$ cat config.mk
export PLATFORM = sky130hd
export DESIGN_NAME = acr_param_unit
export DESIGN_NICKNAME = d
export VERILOG_FILES = /design/src/rtl/acr_pkg.sv /design/src/rtl/acr_rate_table.sv /design/src/rtl/acr_lookup_seq.sv /design/src/rtl/acr_stage_regs.sv /design/src/rtl/acr_param_unit.sv
export SDC_FILE = /design/constraint.sdc
export NUM_CORES = 1
export LEC_CHECK = 0
export BUFFER_PORTS_ARGS = -buffer_cell sky130_fd_sc_hd__buf_2
export CORE_AREA = 3 3 121 123
export CTS_BUF_LIST = sky130_fd_sc_hd__clkbuf_4 sky130_fd_sc_hd__clkbuf_8
export DETAILED_ROUTE_END_ITERATION = 10
export DIE_AREA = 0 0 124 126
export SYNTH_ARGS = -nofsm -noshare
export SYNTH_HDL_FRONTEND = slang
export SYNTH_HIERARCHICAL = 1
export SYNTH_SLANG_ARGS = --single-unit
$ cat constraint.sdc
create_clock -name clk -period 9.4 [get_ports clk]
set_input_delay 0.94 -clock clk [delete_from_list [all_inputs] [get_ports clk]]
set_output_delay 0.94 -clock clk [all_outputs]
set_load 0.005 [all_outputs]
$ cat src/rtl/acr_pkg.sv
package acr_pkg;
   localparam int ACR_W     = 20;
   localparam int TABLE_LEN = 16;
   localparam int RATIO_W   = 2;
   localparam int ARM_BIT   = 7;
   localparam int MAN_BIT   = 4;

   localparam logic [2:0] A_N_LO    = 3'd0;
   localparam logic [2:0] A_N_MID   = 3'd1;
   localparam logic [2:0] A_N_HI    = 3'd2;
   localparam logic [2:0] A_CTS_LO  = 3'd3;
   localparam logic [2:0] A_CTS_MID = 3'd4;
   localparam logic [2:0] A_CTS_HI  = 3'd5;
   localparam logic [2:0] A_RATIO   = 3'd6;

   localparam logic [RATIO_W-1:0] RATIO_X128 = '0;

   typedef enum logic [1:0] {ST_IDLE, ST_SCAN, ST_LOAD} seq_state_e;

   typedef struct packed {
      logic [ACR_W-1:0] thr;
      logic [ACR_W-1:0] n;
      logic [ACR_W-1:0] cts;
   } acr_row_t;

   function automatic acr_row_t acr_row(input int i);
      acr_row_t r;
      case (i)
         0:  r.thr = 20'd25175;
         1:  r.thr = 20'd25200;
         2:  r.thr = 20'd27000;
         3:  r.thr = 20'd27027;
         4:  r.thr = 20'd40000;
         5:  r.thr = 20'd54000;
         6:  r.thr = 20'd54054;
         7:  r.thr = 20'd65000;
         8:  r.thr = 20'd74176;
         9:  r.thr = 20'd74250;
         10: r.thr = 20'd83500;
         11: r.thr = 20'd106500;
         12: r.thr = 20'd108000;
         13: r.thr = 20'd148352;
         14: r.thr = 20'd148500;
         default: r.thr = 20'd297000;
      endcase
      r.n   = 20'd6144;
      r.cts = r.thr;
      case (i)
         8:  begin r.n = 20'd11648; r.cts = 20'd140625; end
         13: begin r.n = 20'd5824;  r.cts = 20'd140625; end
         15: begin r.n = 20'd5120;  r.cts = 20'd247500; end
         default: ;
      endcase
      return r;
   endfunction

   function automatic logic [ACR_W-1:0] acr_thr(input int i);
      acr_row_t r;
      r = acr_row(i);
      return r.thr;
   endfunction
endpackage

$ cat src/rtl/acr_rate_table.sv
module acr_rate_table
   import acr_pkg::*;
#(
   parameter int PIX_W   = 20,
   parameter int ENTRIES = TABLE_LEN,
   localparam int IDX_W  = $clog2(ENTRIES)
) (
   input  logic [PIX_W-1:0] pix_khz,
   input  logic [IDX_W-1:0] rd_idx,
   output logic [ENTRIES-1:0] hit_vec,
   output logic [ACR_W-1:0]  sel_n,
   output logic [ACR_W-1:0]  sel_cts
);
   logic [31:0] pix_ext;
   assign pix_ext = 32'(pix_khz);

   generate
      for (genvar gi = 0; gi < ENTRIES; gi++) begin : g_cmp
         assign hit_vec[gi] = (pix_ext <= 32'(acr_thr(gi)));
      end
      for (genvar gk = 1; gk < ENTRIES; gk++) begin : g_order
         if (acr_thr(gk) <= acr_thr(gk - 1)) begin : g_bad
            $error("rate table thresholds must ascend");
         end
      end
   endgenerate

   always_comb begin
      acr_row_t r;
      r       = acr_row(int'(rd_idx));
      sel_n   = r.n;
      sel_cts = r.cts;
   end
endmodule

$ cat src/rtl/acr_lookup_seq.sv
module acr_lookup_seq
   import acr_pkg::*;
#(
   parameter int ENTRIES       = TABLE_LEN,
   parameter bit SERIAL_SEARCH = 1'b1,
   localparam int IDX_W        = $clog2(ENTRIES)
) (
   input  logic               clk,
   input  logic               rst_n,
   input  logic               go,
   input  logic [ENTRIES-1:0] hit_vec,
   input  logic [ACR_W-1:0]   sel_n,
   input  logic [ACR_W-1:0]   sel_cts,
   output logic [IDX_W-1:0]   rd_idx,
   output logic               busy,
   output logic               start,
   output logic               miss,
   output logic               int_we,
   output logic [2:0]         int_addr,
   output logic [7:0]         int_data
);
   localparam logic [IDX_W-1:0] LAST_IDX = IDX_W'(ENTRIES - 1);

   seq_state_e       state;
   logic [IDX_W-1:0] idx;
   logic [2:0]       step;
   logic             found;
   logic             last;
   logic [IDX_W-1:0] found_idx;

   generate
      if (SERIAL_SEARCH) begin : g_serial
         assign found     = hit_vec[idx];
         assign found_idx = idx;
         assign last      = (idx == LAST_IDX);
      end else begin : g_parallel
         always_comb begin
            found_idx = '0;
            for (int i = ENTRIES - 1; i >= 0; i--)
               if (hit_vec[i]) found_idx = IDX_W'(i);
         end
         assign found = |hit_vec;
         assign last  = 1'b1;
      end
   endgenerate

   assign rd_idx = idx;
   assign busy   = (state != ST_IDLE);
   assign start  = go && (state == ST_IDLE);
   assign miss   = (state == ST_SCAN) && !found && last;

   always_ff @(posedge clk or negedge rst_n) begin
      if (!rst_n) begin
         state <= ST_IDLE;
         idx   <= '0;
         step  <= '0;
      end else begin
         case (state)
            ST_IDLE: if (go) begin
               state <= ST_SCAN;
               idx   <= '0;
               step  <= '0;
            end
            ST_SCAN: begin
               if (found) begin
                  state <= ST_LOAD;
                  idx   <= found_idx;
               end else if (last) begin
                  state <= ST_IDLE;
               end else begin
                  idx <= idx + 1'b1;
               end
            end
            ST_LOAD: begin
               step <= step + 1'b1;
               if (step == 3'd7) state <= ST_IDLE;
            end
            default: state <= ST_IDLE;
         endcase
      end
   end

   // Internal write order: arm, CTS top/mid/low, N top, N mid, ratio, N low (commit)
   always_comb begin
      int_we   = (state == ST_LOAD);
      int_addr = A_N_HI;
      int_data = 8'h80;
      case (step)
         3'd0: begin int_addr = A_N_HI;    int_data = 8'h80; end
         3'd1: begin int_addr = A_CTS_HI;  int_data = {4'h1, sel_cts[19:16]}; end
         3'd2: begin int_addr = A_CTS_MID; int_data = sel_cts[15:8]; end
         3'd3: begin int_addr = A_CTS_LO;  int_data = sel_cts[7:0]; end
         3'd4: begin int_addr = A_N_HI;    int_data = {4'h8, sel_n[19:16]}; end
         3'd5: begin int_addr = A_N_MID;   int_data = sel_n[15:8]; end
         3'd6: begin int_addr = A_RATIO;   int_data = 8'(RATIO_X128); end
         default: begin int_addr = A_N_LO; int_data = sel_n[7:0]; end
      endcase
   end

   AST_LOAD_ENDS: assert property (@(posedge clk) disable iff (!rst_n)
      (state == ST_LOAD && step == 3'd7) |=> (state == ST_IDLE));
   AST_MISS_TO_IDLE: assert property (@(posedge clk) disable iff (!rst_n)
      miss |=> !busy);
endmodule

$ cat src/rtl/acr_stage_regs.sv
module acr_stage_regs
   import acr_pkg::*;
(
   input  logic               clk,
   input  logic               rst_n,
   input  logic               we,
   input  logic [2:0]         addr,
   input  logic [7:0]         data,
   input  logic               lookup_start,
   input  logic               miss,
   output logic [ACR_W-1:0]   acr_n,
   output logic [ACR_W-1:0]   acr_cts,
   output logic               cts_manual,
   output logic [RATIO_W-1:0] ratio_code,
   output logic               acr_valid,
   output logic               unsupported
);
   logic       armed, top_seen, stg_man;
   logic [3:0] stg_n_top, stg_cts_top;
   logic [7:0] stg_n_mid, stg_cts_mid, stg_cts_lo;

   always_ff @(posedge clk or negedge rst_n) begin
      if (!rst_n) begin
         armed <= 1'b0; top_seen <= 1'b0; stg_man <= 1'b0;
         stg_n_top <= '0; stg_cts_top <= '0;
         stg_n_mid <= '0; stg_cts_mid <= '0; stg_cts_lo <= '0;
         acr_n <= '0; acr_cts <= '0; cts_manual <= 1'b0;
         ratio_code <= RATIO_X128; acr_valid <= 1'b0; unsupported <= 1'b0;
      end else begin
         acr_valid <= 1'b0;
         if (lookup_start) unsupported <= 1'b0;
         if (miss)         unsupported <= 1'b1;
         if (we) begin
            case (addr)
               A_N_HI: begin
                  if (data[ARM_BIT]) begin
                     armed     <= 1'b1;
                     stg_n_top <= data[3:0];
                  end else begin
                     armed    <= 1'b0;
                     top_seen <= 1'b0;
                  end
               end
               A_N_MID:   if (armed) stg_n_mid <= data;
               A_CTS_HI:  if (armed) begin
                  stg_cts_top <= data[3:0];
                  stg_man     <= data[MAN_BIT];
                  top_seen    <= 1'b1;
               end
               A_CTS_MID: if (armed && top_seen) stg_cts_mid <= data;
               A_CTS_LO:  if (armed && top_seen) stg_cts_lo  <= data;
               A_RATIO:   ratio_code <= data[RATIO_W-1:0];
               A_N_LO:    if (armed) begin
                  acr_n       <= {stg_n_top, stg_n_mid, data};
                  acr_cts     <= {stg_cts_top, stg_cts_mid, stg_cts_lo};
                  cts_manual  <= stg_man;
                  acr_valid   <= 1'b1;
                  armed       <= 1'b0;
                  top_seen    <= 1'b0;
                  unsupported <= 1'b0;
               end
               default: ;
            endcase
         end
      end
   end

   AST_VALID_SINGLE: assert property (@(posedge clk) disable iff (!rst_n)
      acr_valid |=> !acr_valid);
   AST_HOLD_BETWEEN: assert property (@(posedge clk) disable iff (!rst_n)
      !acr_valid |-> ($stable(acr_n) && $stable(acr_cts) && $stable(cts_manual)));
   AST_MISS_NO_COMMIT: assert property (@(posedge clk) disable iff (!rst_n)
      $rose(unsupported) |-> (!acr_valid && $stable(acr_n) && $stable(acr_cts)));
   AST_COMMIT_ARMED: assert property (@(posedge clk) disable iff (!rst_n)
      acr_valid |-> $past(armed));
endmodule

$ cat src/rtl/acr_param_unit.sv
module acr_param_unit
   import acr_pkg::*;
#(
   parameter int PIX_W         = 20,
   parameter int ENTRIES       = TABLE_LEN,
   parameter bit SERIAL_SEARCH = 1'b1
) (
   input  logic               clk,
   input  logic               rst_n,
   input  logic [PIX_W-1:0]   pix_khz,
   input  logic               lookup_go,
   input  logic               wr_en,
   input  logic [2:0]         wr_addr,
   input  logic [7:0]         wr_data,
   output logic               busy,
   output logic [ACR_W-1:0]   acr_n,
   output logic [ACR_W-1:0]   acr_cts,
   output logic               cts_manual,
   output logic [RATIO_W-1:0] ratio_code,
   output logic               acr_valid,
   output logic               unsupported
);
   localparam int IDX_W = $clog2(ENTRIES);

   generate
      if (PIX_W < 19 || PIX_W > 32) begin : g_bad_pix
         $error("PIX_W must lie in 19..32");
      end
      if (ENTRIES < 2 || ENTRIES > TABLE_LEN) begin : g_bad_len
         $error("ENTRIES must lie in 2..TABLE_LEN");
      end
   endgenerate

   logic [ENTRIES-1:0] hit_vec;
   logic [ACR_W-1:0]   sel_n, sel_cts;
   logic [IDX_W-1:0]   rd_idx;
   logic               start, miss, int_we;
   logic [2:0]         int_addr;
   logic [7:0]         int_data;
   logic               st_we;
   logic [2:0]         st_addr;
   logic [7:0]         st_data;

   acr_rate_table #(.PIX_W(PIX_W), .ENTRIES(ENTRIES)) u_table (
      .pix_khz(pix_khz), .rd_idx(rd_idx), .hit_vec(hit_vec),
      .sel_n(sel_n), .sel_cts(sel_cts));

   acr_lookup_seq #(.ENTRIES(ENTRIES), .SERIAL_SEARCH(SERIAL_SEARCH)) u_seq (
      .clk(clk), .rst_n(rst_n), .go(lookup_go), .hit_vec(hit_vec),
      .sel_n(sel_n), .sel_cts(sel_cts), .rd_idx(rd_idx), .busy(busy),
      .start(start), .miss(miss), .int_we(int_we), .int_addr(int_addr),
      .int_data(int_data));

   // The sequencer owns the staging port while busy; port writes are dropped
   assign st_we   = busy ? int_we   : wr_en;
   assign st_addr = busy ? int_addr : wr_addr;
   assign st_data = busy ? int_data : wr_data;

   acr_stage_regs u_stage (
      .clk(clk), .rst_n(rst_n), .we(st_we), .addr(st_addr), .data(st_data),
      .lookup_start(start), .miss(miss), .acr_n(acr_n), .acr_cts(acr_cts),
      .cts_manual(cts_manual), .ratio_code(ratio_code),
      .acr_valid(acr_valid), .unsupported(unsupported));

   AST_BUSY_NO_PORT_COMMIT: assert property (@(posedge clk) disable iff (!rst_n)
      ($past(busy) && acr_valid) |-> $past(int_we));
endmodule

==> reports/qor.yml <==
holdBufCountCts: 0
outcome: "finished, final reports clean"
io_buffer_count: 80
maxCapViolCount: 0
grt_first_pass_wirelength_um: 25000
pwr-share-comb_pct: 46.8
fin_worst_skew_ps: 8.29
via_count: 4877
p_leak_nw: 3.20
boundaryPins: 81
nNetsFinal: 701
pwr-share-seq_pct: 34.9
final_cells: 838
synthArstFlopShare_pct: 100
setup_violations: 0
synth_xor_area_share_pct: 0.143
crit_path_start_kind: "register"
avgSynthCellArea_sq_um: 10.1
synthMuxAreaShare_pct: 21.2
setup_tns_ps: 0
yosys_register_bits: 89
clock_latency_ps: 360
max_slew_margin_pct: 28.5
detail-route-antenna-nets: 0
drt_iter0_markers: 429
netlist_instances: 610
core_area_sq_mm: 0.0138
synth-edff-count: 0
p_per_area_mw_per_mm2: 239
cts_resized: 0
grt.overflow.total: 0
dp_hpwl_um: 11000
firstDrtPassIters: 4
ys_seq_area_share_pct: 36.3
synth_compound_area_share_pct: 14.3
synth_top_family_by_area: "multiplexers"
grt_pass1_vias: 4767
dieArea_sq_mm: 0.0156
clockRootBuffer: "clkbuf_8"
cts.htree.levels: 3
cts_num_sinks: 89
grt_antenna_before_repair: 0
finalCriticalPeriod_ps: 3850
vdd_ir_drop_max_mv: 0.121
cp_data_required_time_ps: 9640
synth_simple_gate_area_share_pct: 18.1
whs_ps: 504
num_rows: 43
synth_ff_type: "dfrtp_1"
switching_share_pct: 40.9
synthAdderAreaFrac_pct: 2.65
finalCritPeriodShare_pct: 40.9
wl_met3_um: 721
gp_congestion: 0.904
finalHoldViolCount: 0
highest_layer: "met4"
start_util_pct: 44.5
n_antenna_cell: 0
post-cts-setup-buffers: 0
p_sw_uw: 653
path_clk_slew_ps: 90
m1WireLength_um: 7330
clock_path_buffers: 2
rsz0062_at_grt: "no"
dp.cells: 822
syn-cell-area_sq_mm: 0.00614
cp_max_fo: 37
yosysWarnings: 6
cts_buffers: 9
regToRegStartpoint: "u_seq/step[2]"
fmax_mhz: 260
slew_violations: 0
routed_wl_um: 15400
die_w_um: 124
min_from: "u_stage/stg_cts_top[2]"
critical_path_arrival_ps: 4090
met2RoutedLength_um: 7110
worst_pin_slew_ps: 1070
syn2layout_area_growth_pct: 8.81
post-route-drc-count: 0
setup.worst_path.start: "u_seq/step[2]"
p_int_uw: 943
cts_tree: "yes"
grt_util_all_layers_pct: 20.0
dieHeight_um: 126
grt_max_degree: 90
synth_cell_type_count: 78
drive_gt1_share_pct: 31.3
critPathCaptureType: "register"
crit_type: "reg -> reg"
holdCritPathClass: "reg -> reg"
clock_power_share_pct: 18.2
routedWlPerCell_um: 18.4
vias_per_cell: 5.82
==> kinds of logic after synthesis <==
family,count (synthesis)
AO/OA/AOI/OAI,127
buffers and inverters,82
adder cells (fa/ha/maj),13
other,1
multiplexers,101
AND/OR/NAND/NOR,196
XOR/XNOR,1
flip-flops,89
==> worst max-delay path, cell delays in order (launching register included) <==
cell	delay, ps
dfrtp_1	630
clkinv_1	230
ha_1	370
or3_1	440
a31o_1	240
mux2_4	310
or4_4	830
clkinv_1	270
mux2_2	360
==> power by group through the flow <==
stage | registers (mW) | clock network (mW) | logic [mW]
2_1_floorplan | 0.517 | 0 | 0.593
3_3_place_gp | 0.560 | 0 | 0.726
3_5_place_dp | 0.564 | 0 | 0.742
4_1_cts | 0.557 | 0.301 | 0.742
5_1_grt | 0.573 | 0.316 | 0.816
6_report | 0.558 | 0.291 | 0.747
==> routing by layer <==
layer | up-vias | global-route usage [%]
met5 | - | 0
met4 | 0 | 3.93
met3 | 18 | 4.00
met2 | 150 | 31.1
met1 | 2400 | 29.1
li1 | 2309 | -
==> through the flow <==
| step | total power, mW | area (sq um) | utilization [%] | setup slack, ps |
|---|---|---|---|---|
| 2_1_floorplan | 1.11 | 6180 | - | 5930 |
| 3_3_place_gp | 1.29 | 6450 | 46.8 | 5760 |
| 3_5_place_dp | 1.31 | 6450 | 46.8 | 5600 |
| 4_1_cts | 1.60 | 6680 | 48.5 | 5600 |
| 5_1_grt | 1.70 | 6680 | 48.5 | 5330 |
| 6_report | 1.60 | 6680 | 48.5 | 5550 |
==> flip-flops by register name, indices dropped and copies added (netlist names) <==
signal	count
u_stage/acr_valid	1
u_seq/step	3
u_stage/stg_cts_lo	8
u_seq/state	2
u_stage/stg_man	1
u_stage/unsupported	1
u_stage/armed	1
u_stage/ratio_code	2
u_stage/acr_cts	20
u_stage/cts_manual	1
u_stage/acr_n	20
u_stage/stg_n_top	4
u_stage/stg_cts_mid	8
u_seq/rd_idx	4
u_stage/stg_n_mid	8
u_stage/stg_cts_top	4
u_stage/top_seen	1
==> path summary, 6_finish.rpt <==
kind / depth (start not counted) / slack (ps) / end
min: 1 / 500 / u_stage/acr_cts[18]
min reg2reg: 1 / 500 / u_stage/acr_cts[18]
min in group asynchronous: 1 / 770 / u_stage/acr_cts[3]
max: 8 / 5550 / u_stage/acr_n[8]
max reg2reg: 8 / 5550 / u_stage/acr_n[8]
max in group asynchronous: 1 / 7940 / u_stage/stg_n_mid[4]
==> Yosys cell counts, types with 4 or more instances <==
master     n  share of area, %
and3_1     4              0.41
a221oi_1   4              0.57
mux2_4    40               9.8
dfrtp_1   89                36
mux2i_1    8               1.3
a211o_1    4              0.57
nand4_1   10               1.0
o21ai_1    4              0.33
nand2b_1   9              0.92
ha_1      13               2.7
and2_1     8              0.82
or3_1      5              0.51
a32oi_1    4              0.57
a31oi_1   12               1.2
inv_1     18               1.1
buf_2      8              0.65
a21oi_1   21               1.7
o21ai_0   24               2.0
buf_6      9               1.7
nand3_1   16               1.3
nor2_1    39               2.4
o211ai_1   6              0.73
mux2_2    51               9.4
buf_4     16               2.0
clkbuf_1  28               1.7
or4_1      5              0.61
nor3_1     9              0.73
nand2_1   40               2.4
a21o_1     4              0.49
nor2b_1   13               1.3
==> layout make-up <==
class                      instances  area, sq um
sequential                        89         2230
multi-input combinational        452         3510
fill                            1380         7100
timing repair buffer              81          410
clock inverter                     7          103
tap                              180          225
inverter                          20         75.1
clock buffer                       9          124
==> cell usage in the layout, fill, tap and decap left out, drive strengths merged, types with 9 or more instances in the layout <==
cell type,netlist,routed
a21oi,21,21
a31oi,12,12
buf,34,81
clkbuf,28,9
conb,1,14
dfrtp,89,89
ha,13,13
inv,18,20
mux2,91,91
nand2,41,41
nand2b,9,9
nand3,16,16
nand4,10,10
nor2,39,39
nor2b,13,13
nor3,11,11
o21ai,28,28
Note: power is estimated with default switching activity, not from simulation.
